**src/rtl/dpm_pkg.sv**
```systemverilog
package dpm_pkg;
    localparam int DPM_MAX_PORTS = 4;
    localparam int DPM_MIN_PORTS = 2;
    localparam int DPM_FILT_DEF  = 4;
endpackage

```
**src/rtl/dpm_oc_filter.sv**
```systemverilog
module dpm_oc_filter #(
    parameter int FILT_CYC = 4
) (
    input  logic clk,
    input  logic rst_n,
    input  logic oc_n,
    output logic oc_flt,
    output logic oc_rise
);
    localparam int CW = $clog2(FILT_CYC + 1);

    typedef struct packed {
        logic          s1;
        logic          s2;
        logic          flt;
        logic [CW-1:0] cnt;
    } flt_t;

    flt_t st_d, st_q;

    always_comb begin
        st_d    = st_q;
        oc_rise = 1'b0;
        st_d.s1 = ~oc_n;
        st_d.s2 = st_q.s1;
        if (st_q.s2 != st_q.flt) begin
            if (st_q.cnt == CW'(FILT_CYC - 1)) begin
                st_d.flt = st_q.s2;
                st_d.cnt = '0;
                oc_rise  = st_q.s2;
            end else begin
                st_d.cnt = st_q.cnt + 1'b1;
            end
        end else begin
            st_d.cnt = '0;
        end
    end

    always_ff @(posedge clk or negedge rst_n) begin
        if (!rst_n) st_q <= '0;
        else        st_q <= st_d;
    end

    assign oc_flt = st_q.flt;

    // the filtered level only moves after a full run of mismatching cycles
    assert_flt_settled_R3: assert property (@(posedge clk) disable iff (!rst_n)
        (st_q.flt != $past(st_q.flt)) |-> ($past(st_q.cnt) == CW'(FILT_CYC - 1)));
endmodule

```
**src/rtl/dpm_port_ctrl.sv**
```systemverilog
module dpm_port_ctrl #(
    parameter int NPORTS = 4
) (
    input  logic              clk,
    input  logic              rst_n,
    input  logic              gang_mode,
    input  logic              suspend,
    input  logic [NPORTS-1:0] active,
    input  logic [NPORTS-1:0] on_req,
    input  logic [NPORTS-1:0] off_req,
    input  logic [NPORTS-1:0] chg_clr,
    input  logic [NPORTS-1:0] oc_flt,
    input  logic [NPORTS-1:0] oc_rise,
    output logic [NPORTS-1:0] pwr_en_n,
    output logic [NPORTS-1:0] port_pwr,
    output logic [NPORTS-1:0] port_oc,
    output logic [NPORTS-1:0] port_oc_chg
);
    typedef struct packed {
        logic [NPORTS-1:0] want;
        logic [NPORTS-1:0] chg;
        logic [NPORTS-1:0] en_n;
    } ctl_t;

    ctl_t st_d, st_q;
    logic [NPORTS-1:0] trip_v, block_on;

    always_comb begin
        st_d = st_q;
        if (gang_mode) begin
            trip_v   = {NPORTS{oc_rise[0]}};
            block_on = {NPORTS{oc_flt[0] | oc_rise[0]}};
        end else begin
            trip_v   = oc_rise;
            block_on = oc_flt | oc_rise;
        end
        st_d.want = (st_q.want | (on_req & ~block_on)) & ~off_req & ~trip_v & active;
        st_d.chg  = ((st_q.chg & ~chg_clr) | trip_v) & active;
        st_d.en_n = '1;
        if (!suspend) begin
            if (gang_mode) st_d.en_n[0] = ~(|st_d.want);
            else           st_d.en_n    = ~st_d.want;
        end
    end

    always_ff @(posedge clk or negedge rst_n) begin
        if (!rst_n) begin
            st_q      <= '0;
            st_q.en_n <= '1;
        end else begin
            st_q <= st_d;
        end
    end

    assign pwr_en_n    = st_q.en_n;
    assign port_pwr    = gang_mode ? ({NPORTS{|st_q.want}} & active) : (st_q.want & active);
    assign port_oc     = gang_mode ? ({NPORTS{oc_flt[0]}} & active) : (oc_flt & active);
    assign port_oc_chg = st_q.chg & active;

    assert_susp_dark_R10: assert property (@(posedge clk) disable iff (!rst_n)
        suspend |=> (&pwr_en_n));

    if (NPORTS > 1) begin : g_gang_chk
        assert_gang_single_R7: assert property (@(posedge clk) disable iff (!rst_n)
            gang_mode |=> (&pwr_en_n[NPORTS-1:1]));
    end

    for (genvar p = 0; p < NPORTS; p++) begin : g_chk
        assert_trip_cut_R4: assert property (@(posedge clk) disable iff (!rst_n)
            (!gang_mode && oc_rise[p]) |=> (pwr_en_n[p] && !st_q.want[p]));
        assert_chg_hold_R6: assert property (@(posedge clk) disable iff (!rst_n)
            (st_q.chg[p] && !chg_clr[p] && active[p]) |=> st_q.chg[p]);
        assert_inactive_dark_R9: assert property (@(posedge clk) disable iff (!rst_n)
            !active[p] |=> pwr_en_n[p]);
    end
endmodule

```
**src/rtl/dsport_power_mgr.sv**
```systemverilog
module dsport_power_mgr #(
    parameter int NPORTS   = dpm_pkg::DPM_MAX_PORTS,
    parameter int FILT_CYC = dpm_pkg::DPM_FILT_DEF,
    localparam int CNT_W   = $clog2(NPORTS + 1)
) (
    input  logic              clk,
    input  logic              rst_n,
    input  logic              gang_mode,
    input  logic [CNT_W-1:0]  port_cnt,
    input  logic              suspend,
    input  logic [NPORTS-1:0] pwr_on_req,
    input  logic [NPORTS-1:0] pwr_off_req,
    input  logic [NPORTS-1:0] oc_chg_clr,
    input  logic [NPORTS-1:0] oc_n,
    output logic [NPORTS-1:0] pwr_en_n,
    output logic [NPORTS-1:0] port_pwr,
    output logic [NPORTS-1:0] port_oc,
    output logic [NPORTS-1:0] port_oc_chg
);
    localparam logic [CNT_W-1:0] CNT_MIN = CNT_W'(dpm_pkg::DPM_MIN_PORTS);
    localparam logic [CNT_W-1:0] CNT_MAX = CNT_W'(NPORTS);

    logic [CNT_W-1:0]  cnt_eff;
    logic [NPORTS-1:0] active, oc_flt, oc_rise;

    always_comb begin
        if (port_cnt < CNT_MIN)      cnt_eff = CNT_MIN;
        else if (port_cnt > CNT_MAX) cnt_eff = CNT_MAX;
        else                         cnt_eff = port_cnt;
    end

    for (genvar p = 0; p < NPORTS; p++) begin : g_port
        assign active[p] = (CNT_W'(p) < cnt_eff);
        dpm_oc_filter #(.FILT_CYC(FILT_CYC)) u_filt (
            .clk     (clk),
            .rst_n   (rst_n),
            .oc_n    (oc_n[p]),
            .oc_flt  (oc_flt[p]),
            .oc_rise (oc_rise[p])
        );
    end

    dpm_port_ctrl #(.NPORTS(NPORTS)) u_ctrl (
        .clk         (clk),
        .rst_n       (rst_n),
        .gang_mode   (gang_mode),
        .suspend     (suspend),
        .active      (active),
        .on_req      (pwr_on_req),
        .off_req     (pwr_off_req),
        .chg_clr     (oc_chg_clr),
        .oc_flt      (oc_flt),
        .oc_rise     (oc_rise),
        .pwr_en_n    (pwr_en_n),
        .port_pwr    (port_pwr),
        .port_oc     (port_oc),
        .port_oc_chg (port_oc_chg)
    );

    assert_min_ports_R9: assert property (@(posedge clk) disable iff (!rst_n)
        (active[0] && active[1]));
endmodule

```
**config.mk**
```make
export PLATFORM = sky130hd
export DESIGN_NAME = dsport_power_mgr
export DESIGN_NICKNAME = d
export VERILOG_FILES = /design/src/rtl/dpm_pkg.sv /design/src/rtl/dpm_oc_filter.sv /design/src/rtl/dpm_port_ctrl.sv /design/src/rtl/dsport_power_mgr.sv
export SDC_FILE = /design/constraint.sdc
export NUM_CORES = 1
export LEC_CHECK = 0
export ABC_AREA = 0
export CAP_MARGIN = 20
export CORE_MARGIN = 2
export CORE_UTILIZATION = 44
export CTS_BUF_LIST = sky130_fd_sc_hd__clkbuf_4 sky130_fd_sc_hd__clkbuf_8 sky130_fd_sc_hd__clkbuf_16
export CTS_CLUSTER_DIAMETER = 40
export DETAILED_ROUTE_END_ITERATION = 8
export GPL_TIMING_DRIVEN = 0
export HOLD_SLACK_MARGIN = 0.1
export PLACE_DENSITY_LB_ADDON = 0.3
export SLEW_MARGIN = 20
export SYNTH_ARGS = -nofsm -noshare
export SYNTH_HDL_FRONTEND = slang
export SYNTH_SLANG_ARGS = --single-unit
```
**constraint.sdc**
```tcl
create_clock -name clk -period 1.5 [get_ports clk]
set_input_delay 0.225 -clock clk [delete_from_list [all_inputs] [get_ports clk]]
set_output_delay 0.225 -clock clk [all_outputs]
set_load 0.005 [all_outputs]
```
# == Word-level counts from Yosys, hierarchy flattened ==
# Index checks and enable logic that the tools add are counted.
# word_totals
input_bits,23
out_inout_bits,16
word_cells,93
ff_bits,36
# op_classes
mux,25
eq_ne,8
bitwise,25
add_sub_neg,4
reduce_logical,6
magnitude_cmp,6
# op_table
op,n
bitwise AND 4 bit,11
2-to-1 mux 3 bit,11
2-to-1 mux 4 bit,5
inverter 4 bit,5
adder 3 x 1 -> 3 bit (second input constant),4
equality test 3 x 2 -> 1 bit (second input constant),4
bitwise OR 4 bit,3
2-to-1 mux 1 bit,9
AND reduction 2 bit,4
OR reduction 4 bit,2
less-than comparator 1 x 3 -> 1 bit (first input constant),2
less-than comparator 2 x 3 -> 1 bit (first input constant),2
inverter 1 bit,5
inequality test 1 bit,4
> comparator 3 bit (second input constant),1
less-than comparator 3 x 2 -> 1 bit (second input constant),1
bitwise OR 1 bit,1

# == Depth between registers and ports, before layout ==
# logic_depth
word_depth,15
ltp_mapped,5
mapped_depth_nobuf,5

# == By module ==
# A second synthesis with hierarchy kept.
# unflattened
hier_cells,137
area_unflattened_um2,1654.1
# modules_own_cells
mod,seq_area_each_um2,cells_per_inst,area_each_um2,n_inst
dpm_oc_filter,150.1,15,235.2,4
dpm_port_ctrl,305.3,74,698.2,1
dsport_power_mgr,0.0,3,15.0,1

# == Worst setup path before layout ==
# No wires, ideal clock.
# synth_path
path_kind,register to register
startpoint,register g_port[0].u_filt.st_q[0] (netlist name)
endpoint,"register u_ctrl.st_q, in the netlist u_ctrl.pwr_en_n[0]"
setup_ns,0.089
path_buffers,0
t_arrival_ns,1.331
t_required_ns,1.411
path_stages_with_launch,6
slack_ns,0.080
synth_period_minus_slack_ns,1.420
path_cell_list,dfrtp_1 -> ha_1 -> and4bb_4 -> a211o_2 -> a21oi_1 -> o41ai_2
# synth_lines
element,line_no,text
"start, declared",dpm_oc_filter.sv:19,"flt_t st_d, st_q;"
"start signal, assigned",dpm_oc_filter.sv:41,else st_q <= st_d;
"end signal, assigned",dpm_port_ctrl.sv:51,st_q <= st_d;
"end, declared",dpm_port_ctrl.sv:25,"ctl_t st_d, st_q;"

# == Worst setup path after layout ==
# layout_path
startpoint,register u_ctrl.st_q[8] (netlist name)
endpoint,output port_pwr[2]
# layout_between
elab_chain_len,3
# layout_rtl
element,line_no,text
OR reduction 4 bit,dpm_port_ctrl.sv:56,assign port_pwr = gang_mode ? ({NPORTS{|st_q.want}} & active) : (st_q.want & active);
bitwise AND 4 bit,dpm_port_ctrl.sv:56,
2-to-1 mux 4 bit,dpm_port_ctrl.sv:56,
"end, declared",dsport_power_mgr.sv:16,"output logic [NPORTS-1:0] port_pwr,"
# Every way passes these cells.

==> flow_metrics.py <==
metrics = {
    "status": {
        "result_of_the_run": "complete, but fails checks",
        "violations_in_the_final_reports": "setup timing",
    },
    "timing": {
        "fmaxAchievable_mhz": 638,
        "hold_slack_ns": 0.316,
        "rsz0062_at_grt": "yes",
        "setup_viol": 3,
        "timing.final.ws_setup_ns": -0.0673,
        "drv_slew": 0,
        "fin_skew_ns": 0.00204,
        "final_worst_path_cycle_share_pct": 104,
        "period_minus_slack_ns": 1.57,
        "worst_slew_margin_rel_pct": 69.6,
        "worst_pin_slew_ns": 0.456,
        "timing_hold_violations_final": 0,
    },
    "power_and_ir_drop": {
        "power_density_nw_per_um2": 1300,
        "vdd_ir_drop_max_uv": 868,
        "p_leak_uw": 0.00105,
    },
    "die": {
        "fp.dieArea_um2": 4200,
        "initial_core_util_pct": 45.1,
        "width_of_the_die_um": 64.8,
        "fp.coreArea_um2": 3610,
        "pin_count": 39,
        "dieHeight_um": 64.8,
        "placement_rows": 22,
    },
    "yosys": {
        "synthesis.nets": 157,
        "synthesis.instances": 130,
        "synth_most_common_cell": "dfrtp_1",
        "yosys_warnings": 0,
        "postSynth.asyncResetShare_pct": 100,
        "synth_top_cell_by_area": "dfrtp_1",
        "avgSynthCellArea_um2": 12.5,
        "share_of_synthesized_area_occupied_by_flip_flops_and_latches_pct": 55.7,
        "postSynthRegisterBits": 36,
        "synth_top_cell_area_share_pct": 49.2,
        "yosys_cell_types": 43,
        "synth-edff-count": 0,
        "synthesis.area_um2": 1630,
        "synth.top_cells.by_count": "dfrtp_1 (32), inv_1 (11), nor3b_1 (9)",
        "dominantRegCellSynth": "dfrtp_1",
        "synth_top_cells_by_area": "dfrtp_1 (49%), dfstp_2 (6.5%), nor3b_1 (4.2%), mux2_2 (3.5%), ha_1 (3.1%)",
    },
    "min_path": {
        "hold_start": "port_cnt[1]",
        "hold_end": "u_ctrl.st_q[6]",
        "worstHoldPathType": "primary input to flop",
        "holdPathStages": 3,
    },
    "worst_setup_path": {
        "reg2reg_slack_ns": -0.06,
        "crit_chain": "or3_1, a21oi_1, nor2_1, buf_2",
        "timing.critical_path.buf_inv": 1,
        "regToRegEndpoint": "u_ctrl.pwr_en_n[0]",
        "slowest_delay_ns": 0.40,
        "timing.rr.start": "g_port[0].u_filt.oc_flt",
        "cp-start-kind": "flop",
        "r2r.worst_path.cells": 5,
        "worst_path_maximum_fanout": 2,
        "setup.worst_path.end_class": "output port",
        "critical_path_arrival_ns": 1.34,
        "critPathRequiredTime_ns": 1.27,
        "critical_path_class": "flop to output port",
        "dominant_delay_contributor_by_cell_family_on_the_critical_path": "simple AND/OR/NAND/NOR gates",
        "cp_slowest_cell": "dfrtp_1",
    },
    "global_route": {
        "global_route.overflow_total": 0,
        "first_global_vias": 1177,
        "initial_antenna_violation_count": 0,
        "grt_max_degree": 20,
        "global_route_wire_length_before_repair_mm": 4.98,
        "grt_use_total_pct": 16.2,
    },
    "placement": {
        "hpwl_mm": 2.19,
        "place.gp.congestion": 0.785,
        "portBuffers": 38,
    },
    "final_layout": {
        "synthToLayoutAreaGrowth_pct": 39.5,
        "final_layout_size_suffix_gt1_share_pct": 32.4,
        "num_antenna_cells": 0,
        "filler_cell_count": 281,
        "final_net_count": 212,
        "utilization_pct": 62.9,
    },
    "detailed_routing": {
        "detail-route-antenna-nets": 0,
        "detailroute.via_count": 1128,
        "drt_drc_violations_left": 0,
        "detailedRoute.firstPassIterationCount": 4,
        "drt-vias-per-instance": 4.84,
        "drt-initial-drc-count": 11,
        "wl_mm": 3.00,
        "route.detailed.wl_per_inst_um": 12.9,
    },
    "clock_tree": {
        "cts_buffer_depth": 2,
        "htreeDepth": 2,
        "cts_root_buffer": "clkbuf_8",
        "clk_latency_ns": 0.28,
        "clk_transition_reported_paths_ns": 0.06,
        "tritoncts_clock_tree": "built",
        "cts_sinks": 36,
        "cts-buffers-inserted": 5,
    },
    "job": {
        "drv_cap": 0,
    },
}
-- per-stage QoR --
| stage | worst slack, ns | power (uW) | area (um2) | std cells | TNS [ns] |
|---|---|---|---|---|---|
| after floorplan | 0.0799 | 1860 | 1630 | 130 | 0 |
| after global routing | -0.123 | 3160 | 2270 | 233 | -0.483 |
| after detailed placement | -0.498 | 2260 | 2090 | 217 | -5.87 |
| after global placement | -0.517 | 2200 | 2070 | 216 | -23.44 |
| after CTS | -0.0652 | 2980 | 2260 | 232 | -0.163 |
| final | -0.0673 | 2950 | 2270 | 233 | -0.167 |
-- per-layer routing --
layer	share of wire [%]	up-vias	track usage (%)
met5	0	-	0
met3	6.8	10	6.60
met4	3.7	0	8.78
li1	-	548	-
met2	48	32	26.4
met1	42	538	17.9
-- worst max path at each step --
stage	startpoint	to	slack [ns]	cells past startpoint
6_report	u_ctrl.st_q[8]	port_pwr[2]	-0.07	4
5_1_grt	g_port[0].u_filt.oc_flt	u_ctrl.pwr_en_n[0]	-0.12	5
4_1_cts	g_port[0].u_filt.oc_flt	u_ctrl.pwr_en_n[0]	-0.07	5
3_5_place_dp	gang_mode	port_oc[2]	-0.50	5
3_3_place_gp	rst_n	g_port[0].u_filt.st_d[4]	-0.52	1
2_1_floorplan	g_port[0].u_filt.st_q[0]	u_ctrl.pwr_en_n[0]	0.08	5
-- tightest hold or removal path, cell delays in order --
cell and delay (ns):
dlymetal6s2s_1 0.13, a21oi_4 0.09, nor2_1 0.10
-- power breakdown --
group | switching [uW] | internal (uW) | total (uW)
clock network | 295 | 333 | 628
registers | 141 | 1170 | 1310
logic | 427 | 583 | 1010
total | 863 | 2090 | 2950
-- area by class of cell --
class / count / area (um2) / share of cell area [%]
flip-flops and latches: 36 / 908 / 40.0
multi-input cells: 75 / 669 / 29.5
repair buffers: 48 / 449 / 19.8
clock buffers: 6 / 76.3 / 3.36
well taps: 48 / 60.1 / 2.65
plain buffers: 8 / 58.8 / 2.59
inverters: 11 / 41.3 / 1.82
clock inverters: 1 / 5.00 / 0.221
-- sequential cells by signal, summed over array words and instances (netlist names) --
signal	flops
u_ctrl.st_q	8
u_ctrl.pwr_en_n	4
g_port.u_filt.st_q	16
g_port.u_filt.st_d	4
g_port.u_filt.oc_flt	4
-- logic make-up after synthesis --
group           synth area share, %
simple gates                   17.3
xor+xnor                       2.15
flops                          55.7
fa+ha+maj                      3.08
compound gates                 10.9
mux                            4.69
buf+inv                        6.15
-- placed cells by master (no fill, tap or decap), drive strengths merged, types with 2 or more instances in the layout --
| master | netlist | layout |
|---|---|---|
| ha | 4 | 4 |
| and2 | 2 | 2 |
| dfrtp | 32 | 32 |
| and2b | 2 | 2 |
| buf | 5 | 19 |
| nand2b | 2 | 2 |
| nor3 | 8 | 8 |
| clkbuf | 2 | 10 |
| dfstp | 4 | 4 |
| nor2 | 6 | 6 |
| inv | 11 | 11 |
| a21oi | 7 | 7 |
| nor3b | 10 | 10 |
| mux2i | 2 | 2 |
| mux2 | 5 | 5 |
| clkdlybuf4s50 | 0 | 22 |
| a21o | 2 | 2 |
| nor2b | 4 | 4 |
| clkdlybuf4s15 | 0 | 3 |
| xnor2 | 4 | 4 |
| nand2 | 3 | 3 |
| dlygate4sd2 | 0 | 6 |
-- timing repair --
action / 4_1_cts / 5_1_grt
pin swaps: 7 / 3
setup endpoints to repair: 18 / 12
buffers inserted: 7 / 1
resized for setup: 44 / 7
hold endpoints to repair: 16 / 0
hold buffers: 1 / 0
(Power assumes the default switching activity.)
